<file path="src/rtl/pkt_trk_pkg.sv">
package pkt_trk_pkg;
  typedef struct packed {
    logic hit;
    logic sop;
    logic eop;
  } wr_ev_t;
endpackage

</file>
<file path="src/rtl/pkt_sel_decode.sv">
module pkt_sel_decode #(
  parameter int N  = 32,
  parameter int AW = 5
) (
  input  logic          en_i,
  input  logic [AW-1:0] addr_i,
  output logic [N-1:0]  sel_o
);
  for (genvar i = 0; i < N; i++) begin : g_sel
    assign sel_o[i] = en_i && (addr_i == AW'(i));
  end
endmodule

</file>
<file path="src/rtl/pkt_q_slot.sv">
module pkt_q_slot import pkt_trk_pkg::*; #(
  parameter int CNT_W = 8
) (
  input  logic   clk_i,
  input  logic   rst_ni,
  input  logic   en_i,
  input  wr_ev_t wr_i,
  input  logic   rd_eop_hit_i,
  input  logic   clr_i,
  output logic   rdy_o,
  output logic   err_o
);
  localparam logic [CNT_W-1:0] CNT_MAX = '1;

  logic [CNT_W-1:0] cnt_q;
  logic             open_q, rdy_q;
  logic             err, start_ok, close, dec_req;

  assign err      = en_i && wr_i.hit && wr_i.sop && open_q;
  assign start_ok = en_i && wr_i.hit && wr_i.sop && !open_q;
  // end mark counts only when it closes a packet open now or opened by this word
  assign close    = en_i && wr_i.hit && wr_i.eop && !err && (open_q || wr_i.sop);
  assign dec_req  = en_i && rd_eop_hit_i;

  always_ff @(posedge clk_i or negedge rst_ni) begin
    if (!rst_ni) begin
      cnt_q  <= '0;
      open_q <= 1'b0;
      rdy_q  <= 1'b0;
    end else begin
      rdy_q <= en_i && (cnt_q != '0);
      if (clr_i) begin
        cnt_q  <= '0;
        open_q <= 1'b0;
      end else begin
        if (close)         open_q <= 1'b0;
        else if (start_ok) open_q <= 1'b1;
        if (close && !dec_req) begin
          if (cnt_q != CNT_MAX) cnt_q <= cnt_q + 1'b1;
        end else if (dec_req && !close && cnt_q != '0) begin
          cnt_q <= cnt_q - 1'b1;
        end
      end
    end
  end

  assign rdy_o = rdy_q;
  assign err_o = err;


  clr_clears_chk: assert property (@(posedge clk_i) disable iff (!rst_ni)
    clr_i |=> (cnt_q == '0) && !open_q);

  same_cycle_hold_chk: assert property (@(posedge clk_i) disable iff (!rst_ni)
    (close && dec_req && !clr_i) |=> $stable(cnt_q));

  err_keeps_open_chk: assert property (@(posedge clk_i) disable iff (!rst_ni)
    (err && !clr_i) |=> open_q);

  inc_step_chk: assert property (@(posedge clk_i) disable iff (!rst_ni)
    (close && !dec_req && !clr_i && cnt_q != CNT_MAX) |=> cnt_q == $past(cnt_q) + 1'b1);

  floor_zero_chk: assert property (@(posedge clk_i) disable iff (!rst_ni)
    (dec_req && !close && !clr_i && cnt_q == '0) |=> cnt_q == '0);

  disabled_frozen_chk: assert property (@(posedge clk_i) disable iff (!rst_ni)
    (!en_i && !clr_i) |=> $stable(cnt_q) && $stable(open_q) && !rdy_q);
endmodule

</file>
<file path="src/rtl/pkt_ready_tracker.sv">
module pkt_ready_tracker import pkt_trk_pkg::*; #(
  parameter  int NQ    = 32,
  parameter  int CNT_W = 8,
  localparam int QW    = (NQ > 1) ? $clog2(NQ) : 1
) (
  input  logic          clk_i,
  input  logic          rst_ni,
  input  logic          pkt_en_i,
  input  logic          wr_en_i,
  input  logic [QW-1:0] wr_q_i,
  input  logic          wr_sop_i,
  input  logic          wr_eop_i,
  input  logic          rd_en_i,
  input  logic [QW-1:0] rd_q_i,
  input  logic          rd_eop_i,
  input  logic          prst_i,
  input  logic [QW-1:0] prst_q_i,
  output logic [NQ-1:0] pkt_rdy_o,
  output logic          rd_pkt_rdy_o,
  output logic          frame_err_o
);
  logic [NQ-1:0] wr_sel, rd_sel, clr_sel, err_vec;
  logic          err_q;

  pkt_sel_decode #(.N(NQ), .AW(QW)) i_wr_dec (
    .en_i(wr_en_i), .addr_i(wr_q_i), .sel_o(wr_sel));
  pkt_sel_decode #(.N(NQ), .AW(QW)) i_rd_dec (
    .en_i(rd_en_i && rd_eop_i), .addr_i(rd_q_i), .sel_o(rd_sel));
  pkt_sel_decode #(.N(NQ), .AW(QW)) i_clr_dec (
    .en_i(prst_i), .addr_i(prst_q_i), .sel_o(clr_sel));

  for (genvar q = 0; q < NQ; q++) begin : g_q
    wr_ev_t ev;
    assign ev.hit = wr_sel[q];
    assign ev.sop = wr_sop_i;
    assign ev.eop = wr_eop_i;
    pkt_q_slot #(.CNT_W(CNT_W)) i_slot (
      .clk_i        (clk_i),
      .rst_ni       (rst_ni),
      .en_i         (pkt_en_i),
      .wr_i         (ev),
      .rd_eop_hit_i (rd_sel[q]),
      .clr_i        (clr_sel[q]),
      .rdy_o        (pkt_rdy_o[q]),
      .err_o        (err_vec[q])
    );
  end

  always_ff @(posedge clk_i or negedge rst_ni) begin
    if (!rst_ni) err_q <= 1'b0;
    else         err_q <= |err_vec;
  end

  assign frame_err_o  = err_q;
  assign rd_pkt_rdy_o = pkt_rdy_o[rd_q_i];


  err_source_chk: assert property (@(posedge clk_i) disable iff (!rst_ni)
    $rose(frame_err_o) |-> $past(pkt_en_i && wr_en_i && wr_sop_i));

  err_single_q_chk: assert property (@(posedge clk_i) disable iff (!rst_ni)
    $onehot0(err_vec));
endmodule

</file>
<file path="config.mk">
export PLATFORM = sky130hd
export DESIGN_NAME = pkt_ready_tracker
export DESIGN_NICKNAME = d
export VERILOG_FILES = /design/src/rtl/pkt_trk_pkg.sv /design/src/rtl/pkt_sel_decode.sv /design/src/rtl/pkt_q_slot.sv /design/src/rtl/pkt_ready_tracker.sv
export SDC_FILE = /design/constraint.sdc
export NUM_CORES = 1
export LEC_CHECK = 0
export ABC_AREA = 1
export BUFFER_PORTS_ARGS = -buffer_cell sky130_fd_sc_hd__buf_2
export CORE_MARGIN = 10
export CORE_UTILIZATION = 55
export CTS_BUF_LIST = sky130_fd_sc_hd__clkbuf_8
export CTS_CLUSTER_DIAMETER = 40
export DETAILED_ROUTE_END_ITERATION = 16
export PLACE_DENSITY = 0.71
export SLEW_MARGIN = 40
export SYNTH_ARGS = -nofsm -noshare
export SYNTH_HDL_FRONTEND = slang
export SYNTH_SLANG_ARGS = --single-unit
</file>
<file path="constraint.sdc">
create_clock -name clk_i -period 4.35 [get_ports clk_i]
set_input_delay 0.87 -clock clk_i [delete_from_list [all_inputs] [get_ports clk_i]]
set_output_delay 0.87 -clock clk_i [all_outputs]
set_load 0.02 [all_outputs]
</file>
Yosys cells after proc, flatten, opt, wreduce, memory -nomap -nowiden
Index checks and enable logic that the tools add are counted.
{"block": "word_totals", "wordCells": 1318, "in_bits": 24, "reg_bits": 321, "out_inout_bits": 34}
{"block": "op_classes", "addsub": 64, "n_eq_ne": 157, "muxes": 226, "magnitude_cmp": 1, "reduce_logical": 773}
{"operator": "$mux W8", "n": 128}
{"operator": "$logic_and A1 B1 Y1", "n": 481}
{"operator": "$add A8 B1 Y8 const B", "n": 32}
{"operator": "$ne A8 B8 Y1 const B", "n": 32}
{"operator": "$reduce_bool A8 Y1", "n": 32}
{"operator": "$sub A8 B1 Y8 const B", "n": 32}
{"operator": "$eq A5 B5 Y1 const B", "n": 48}
{"operator": "$reduce_bool A3 Y1", "n": 64}
{"operator": "$logic_not A1 Y1", "n": 128}
{"operator": "$eq A5 B4 Y1 const B", "n": 24}
{"operator": "$mux W1", "n": 97}
{"operator": "$ne A3 B2 Y1 const B", "n": 32}
{"operator": "$reduce_and A2 Y1", "n": 32}
{"operator": "$eq A5 B3 Y1 const B", "n": 12}
{"operator": "$logic_or A1 B1 Y1", "n": 32}
{"operator": "$reduce_or A32 Y1", "n": 1}
{"operator": "$eq A5 B2 Y1 const B", "n": 6}
{"operator": "$eq A5 B1 Y1 const B", "n": 3}
{"operator": "$logic_not A5 Y1", "n": 3}
{"operator": "$lt A5 B6 Y1 const B", "n": 1}
{"operator": "$bmux W1 S5", "n": 1}

Depth between registers and ports, before layout
{"block": "depth", "ltp_word": 14, "mapped_depth": 18, "depth_no_buf": 17}

Cells and area by module
Synthesis repeated with hierarchy kept, for this count alone.
{"block": "unflattened", "cells_unflattened": 4553, "area_unflattened_um2": 30912.1}
{"module": "pkt_q_slot", "area_per_inst_um2": 925.9, "seq_area_each_um2": 250.2, "n_inst": 32, "cells_each": 133}
{"module": "pkt_sel_decode", "area_per_inst_um2": 266.5, "seq_area_each_um2": 0.0, "n_inst": 3, "cells_each": 67}
{"module": "pkt_ready_tracker", "area_per_inst_um2": 484.2, "seq_area_each_um2": 25.0, "n_inst": 1, "cells_each": 96}

Worst setup path before layout
No wires, ideal clock.
{"block": "synth_path", "path_type": "input -> register", "startpoint": "input port wr_sop_i", "endpoint": "register g_q[25].i_slot.cnt_q[5]", "setup_slack_ns": 1.254, "required_ns": 4.233, "stages": 13, "arrival_ns": 2.979, "setup_time_ns": 0.117, "path_buffers": 2, "path_cell_list": "buf_2 buf_2 o21ai_0 nor3_4 nand3_1 ha_1 a21oi_1 nand2_1 a21oi_1 o21bai_1 or2_2 nand3_1 nand2_1"}
{"block": "synth_via", "elab_chain_cells": 10}
{"element": "start: declaration", "line_no": "pkt_ready_tracker.sv:11", "rtl": "input logic wr_sop_i,"}
{"element": "$logic_and A1 B1 Y1 (2 in series)", "line_no": "pkt_q_slot.sv:19", "rtl": "assign err = en_i && wr_i.hit && wr_i.sop && open_q;"}
{"element": "$logic_not A1 Y1", "line_no": "pkt_q_slot.sv:22", "rtl": "assign close = en_i && wr_i.hit && wr_i.eop && !err && (open_q || wr_i.sop);"}
{"element": "$logic_and A1 B1 Y1", "line_no": "pkt_q_slot.sv:22"}
{"element": "$logic_and A1 B1 Y1 (*)", "line_no": "pkt_q_slot.sv:22"}
{"element": "$logic_not A1 Y1", "line_no": "pkt_q_slot.sv:40", "rtl": "end else if (dec_req && !close && cnt_q != '0) begin"}
{"element": "$logic_and A1 B1 Y1 (2 in series)", "line_no": "pkt_q_slot.sv:40"}
{"element": "$reduce_bool A3 Y1 (no line)"}
{"element": "$reduce_and A2 Y1 (no line)"}
{"element": "end signal: assignment", "line_no": "pkt_q_slot.sv:39", "rtl": "if (cnt_q != CNT_MAX) cnt_q <= cnt_q + 1'b1;"}
{"element": "end signal: assignment", "line_no": "pkt_q_slot.sv:41", "rtl": "cnt_q <= cnt_q - 1'b1;"}
{"element": "end: declaration", "line_no": "pkt_q_slot.sv:15", "rtl": "logic [CNT_W-1:0] cnt_q;"}
Mark *: on every way between the ends. The rest lies on a longest branch, timed or not.
A chain may end at the register's enable or synchronous reset.

Worst setup path after layout
{"block": "layout_path", "startpoint": "input port rd_q_i[1]", "endpoint": "output port rd_pkt_rdy_o"}
{"block": "layout_via", "elab_chain_cells": 2}
{"element": "start: declaration", "line_no": "pkt_ready_tracker.sv:14", "rtl": "input logic [QW-1:0] rd_q_i,"}
{"element": "$bmux W1 S5", "line_no": "pkt_ready_tracker.sv:55", "rtl": "assign rd_pkt_rdy_o = pkt_rdy_o[rd_q_i];"}
{"element": "$mux W1 (implied by the code)", "line_no": "pkt_ready_tracker.sv:55"}
{"element": "end: declaration", "line_no": "pkt_ready_tracker.sv:19", "rtl": "output logic rd_pkt_rdy_o,"}
No other way between the ends. The select of a mux whose other input is x is not followed.

==> results.cfg <==
[run_status]
outcome = completed

[setup_path]
cpMostUsedCell = nand2_1
required_ns = 3.48
worst-path-buf-inv = 3
criticalPathCategory = input port to primary output
slowest_stage = inv_1
r2r_slack_ns = 1.64
end_kind = primary output
timing.critical_path.arrival_ns = 2.60
crit_chain = buf_2 -> nand2_1 -> inv_1 -> a22oi_1 -> nand2_1 -> nand2_1 -> nand3_1 -> nor3_1 -> nor2_1 -> buf_2
crit_fanout = 8
cp_top_family = buffers and inverters
slowest_delay_ns = 0.39
start_kind = input port

[placement]
numPortBuffers = 57
dp_slack_ns = 0.509
gp_congestion = 0.954
dp_hpwl_mm = 55.3

[drt]
wl_per_cell_microns = 16.8
vias = 25000
viasPerCell = 5.74
drt_iter0_drc = 2168
dr.pass1.iters = 6
drc = 0
ant_nets = 0
drt-total-wl_mm = 73.0

[floorplanning]
die_h_microns = 237
die_x_microns = 237
io_pins = 58
core.rowCount = 79
core_area_sq_um = 46600
start_util_pct = 55.5
die_area_sq_um = 56100

[flow_run]
cap_violations = 0

[timing]
worstMarginPinSlew_ns = 0.691
post-route-period-util_pct = 79.9
fin_setup_tns_ns = 0
setup_slack_ns = 0.876
max_freq_mhz = 288
slew_headroom_pct = 53.8
skew_ns = 0.0224
finalHoldViolCount = 0
setup_viol = 0
finalMaxSlewViolations = 0
fin_crit_ns = 3.47
rsz0062_at_grt = no

[synthesis]
synth-compound-area-share_pct = 12.2
syn_area_sq_um = 25900
syn_inst = 3586
synthArstFlopShare_pct = 100
synthXorXnorAreaFrac_pct = 4.84
synth_top_family_by_area = simple AND/OR/NAND/NOR gates
synth_edf_count = 0
synth_mux_area_share_pct = 0
synthAdderAreaFrac_pct = 11.8
synth_area_leader_cell = dfrtp_1
yosys_most_used_dff = dfrtp_1
yosys.area_share.simple_pct = 32.2
avgSynthCellArea_sq_um = 7.21
yosysSeqAreaShare_pct = 31.1
syn-num-nets = 3834
yosys_warnings = 0
ys_seq_elements = 321
netlist_top_cells_area = dfrtp_1 31%, nand2_1 13%, ha_1 9.3%, inv_1 6.2%, nand3_1 5.3%
synth_top_area_share_pct = 31.1
synth_cell_types = 50

[power_and_ir_drop]
power.leakage_nw = 14.2
ir_worst_vdd_mv = 0.429
combPwrFrac_pct = 43.3
p_seq_share_pct = 30.3
p_int_mw = 8.55
pwr-share-clk_pct = 26.4
swShare_pct = 41.3
power_switching_mw = 6.02
p_per_area_nw_per_um2 = 512

[min_path]
hold_class = input port to async pin

[cts]
clk_pin_slew_ns = 0.05
post_cts_resized = 0
cts_buffers = 73
clock_latency_ns = 0.66
cts_setup_buffers = 0
cts.sinks = 321
cts_tree = done
htree_levels = 3
clockBufferDepth = 3
cts_hold_buf = 0
clock-root-buffer = clkbuf_8

[global_routing]
first_global_vias = 24000
grt-ovfl-total = 0
grt_util_all_layers_pct = 25.6
antenna_found_initial = 10
grt_max_degree = 103
grt_first_pass_wirelength_mm = 120

[final_layout]
final_cell_mix = 873 x nand2_1, 439 x inv_1, 321 x dfrtp_1
fin_nets = 3932
layout-drive-gt1-share_pct = 9.44
nFillCells = 4165
final_common_cell = nand2_1
syn_to_final_growth_pct = 9.90
## flip-flops by register name (all words and copies together), names as in the netlist
name	count
g_q.i_slot.rdy_o	32
g_q.i_slot.open_q	32
g_q.i_slot.cnt_q	256
frame_err_o	1
## final timing paths
path                       depth (start not counted)               startpoint                       to
max in group asynchronous                          3                   rst_ni   g_q[6].i_slot.cnt_q[2]
setup / recovery                                  10                rd_q_i[1]             rd_pkt_rdy_o
setup reg to reg                                  12     g_q[9].i_slot.open_q   g_q[9].i_slot.cnt_q[6]
min in group clk_i                                 2  g_q[12].i_slot.cnt_q[7]  g_q[12].i_slot.cnt_q[7]
hold reg to reg                                    2  g_q[12].i_slot.cnt_q[7]  g_q[12].i_slot.cnt_q[7]
hold / removal                                     1                   rst_ni  g_q[27].i_slot.cnt_q[0]
## cells in the mapped netlist (37+ instances only)
master	n
or2_2	40
nand4_1	191
inv_1	429
nand2_1	874
xor2_1	70
dfrtp_1	321
ha_1	192
o21ai_0	221
xnor2_1	73
nor2_1	320
a31oi_1	37
a21oi_1	180
nand3_1	272
o21ai_1	37
## through the flow
step | power, mW | instances | utilization [%] | area [sq um] | hold WS [ns]
finish | 14.6 | 4350 | 61.0 | 28400 | 0.0890
global route | 15.8 | 4349 | 61.0 | 28400 | 0.0916
CTS | 14.6 | 4346 | 61.0 | 28400 | 0.265
detailed placement | 10.7 | 4215 | 57.5 | 26800 | 0.494
global placement | 10.5 | 4215 | 57.5 | 26800 | 0.488
floorplan | 9.29 | 3586 | - | 25900 | 0.471
## cell families (layout without fill, tap and decap cells)
logic type | after synthesis | in the layout
buf+inv | 503 | 657
simple gates | 1828 | 1828
compound gates | 567 | 567
flops | 321 | 321
other cells | 0 | 3
fa+ha+maj | 224 | 224
xor+xnor | 143 | 143
## final cells by class
type | instances | area [sq um] | area share, %
antenna | 3 | 7.51 | 0.0264
clock buffer | 89 | 1220 | 4.31
clock inverter | 42 | 408 | 1.44
inverter | 445 | 1670 | 5.88
multi-input combinational | 2762 | 15800 | 55.5
sequential | 321 | 8030 | 28.3
tap | 607 | 759 | 2.67
timing repair buffer | 81 | 546 | 1.92
## power groups by stage
| stage | clock, mW | sequential (mW) | combinational, mW |
|---|---|---|---|
| 3_3_place_gp | 0 | 4.40 | 6.07 |
| 4_1_cts | 3.93 | 4.38 | 6.28 |
| 3_5_place_dp | 0 | 4.42 | 6.24 |
| 5_1_grt | 4.06 | 4.49 | 7.23 |
| 2_1_floorplan | 0 | 4.16 | 5.13 |
| 6_report | 3.84 | 4.41 | 6.31 |
## per-layer routing
layer	GRT usage, %	wire length [microns]	part of all wire [%]	vias to the layer above
li1	-	-	-	12200
met3	6.29	5870	8.0	177
met2	40.9	32800	45	795
met4	9.11	2340	3.2	16
met1	33.2	31900	44	11800
met5	0	92	0.13	-
Power figures use the tool's default switching activity.
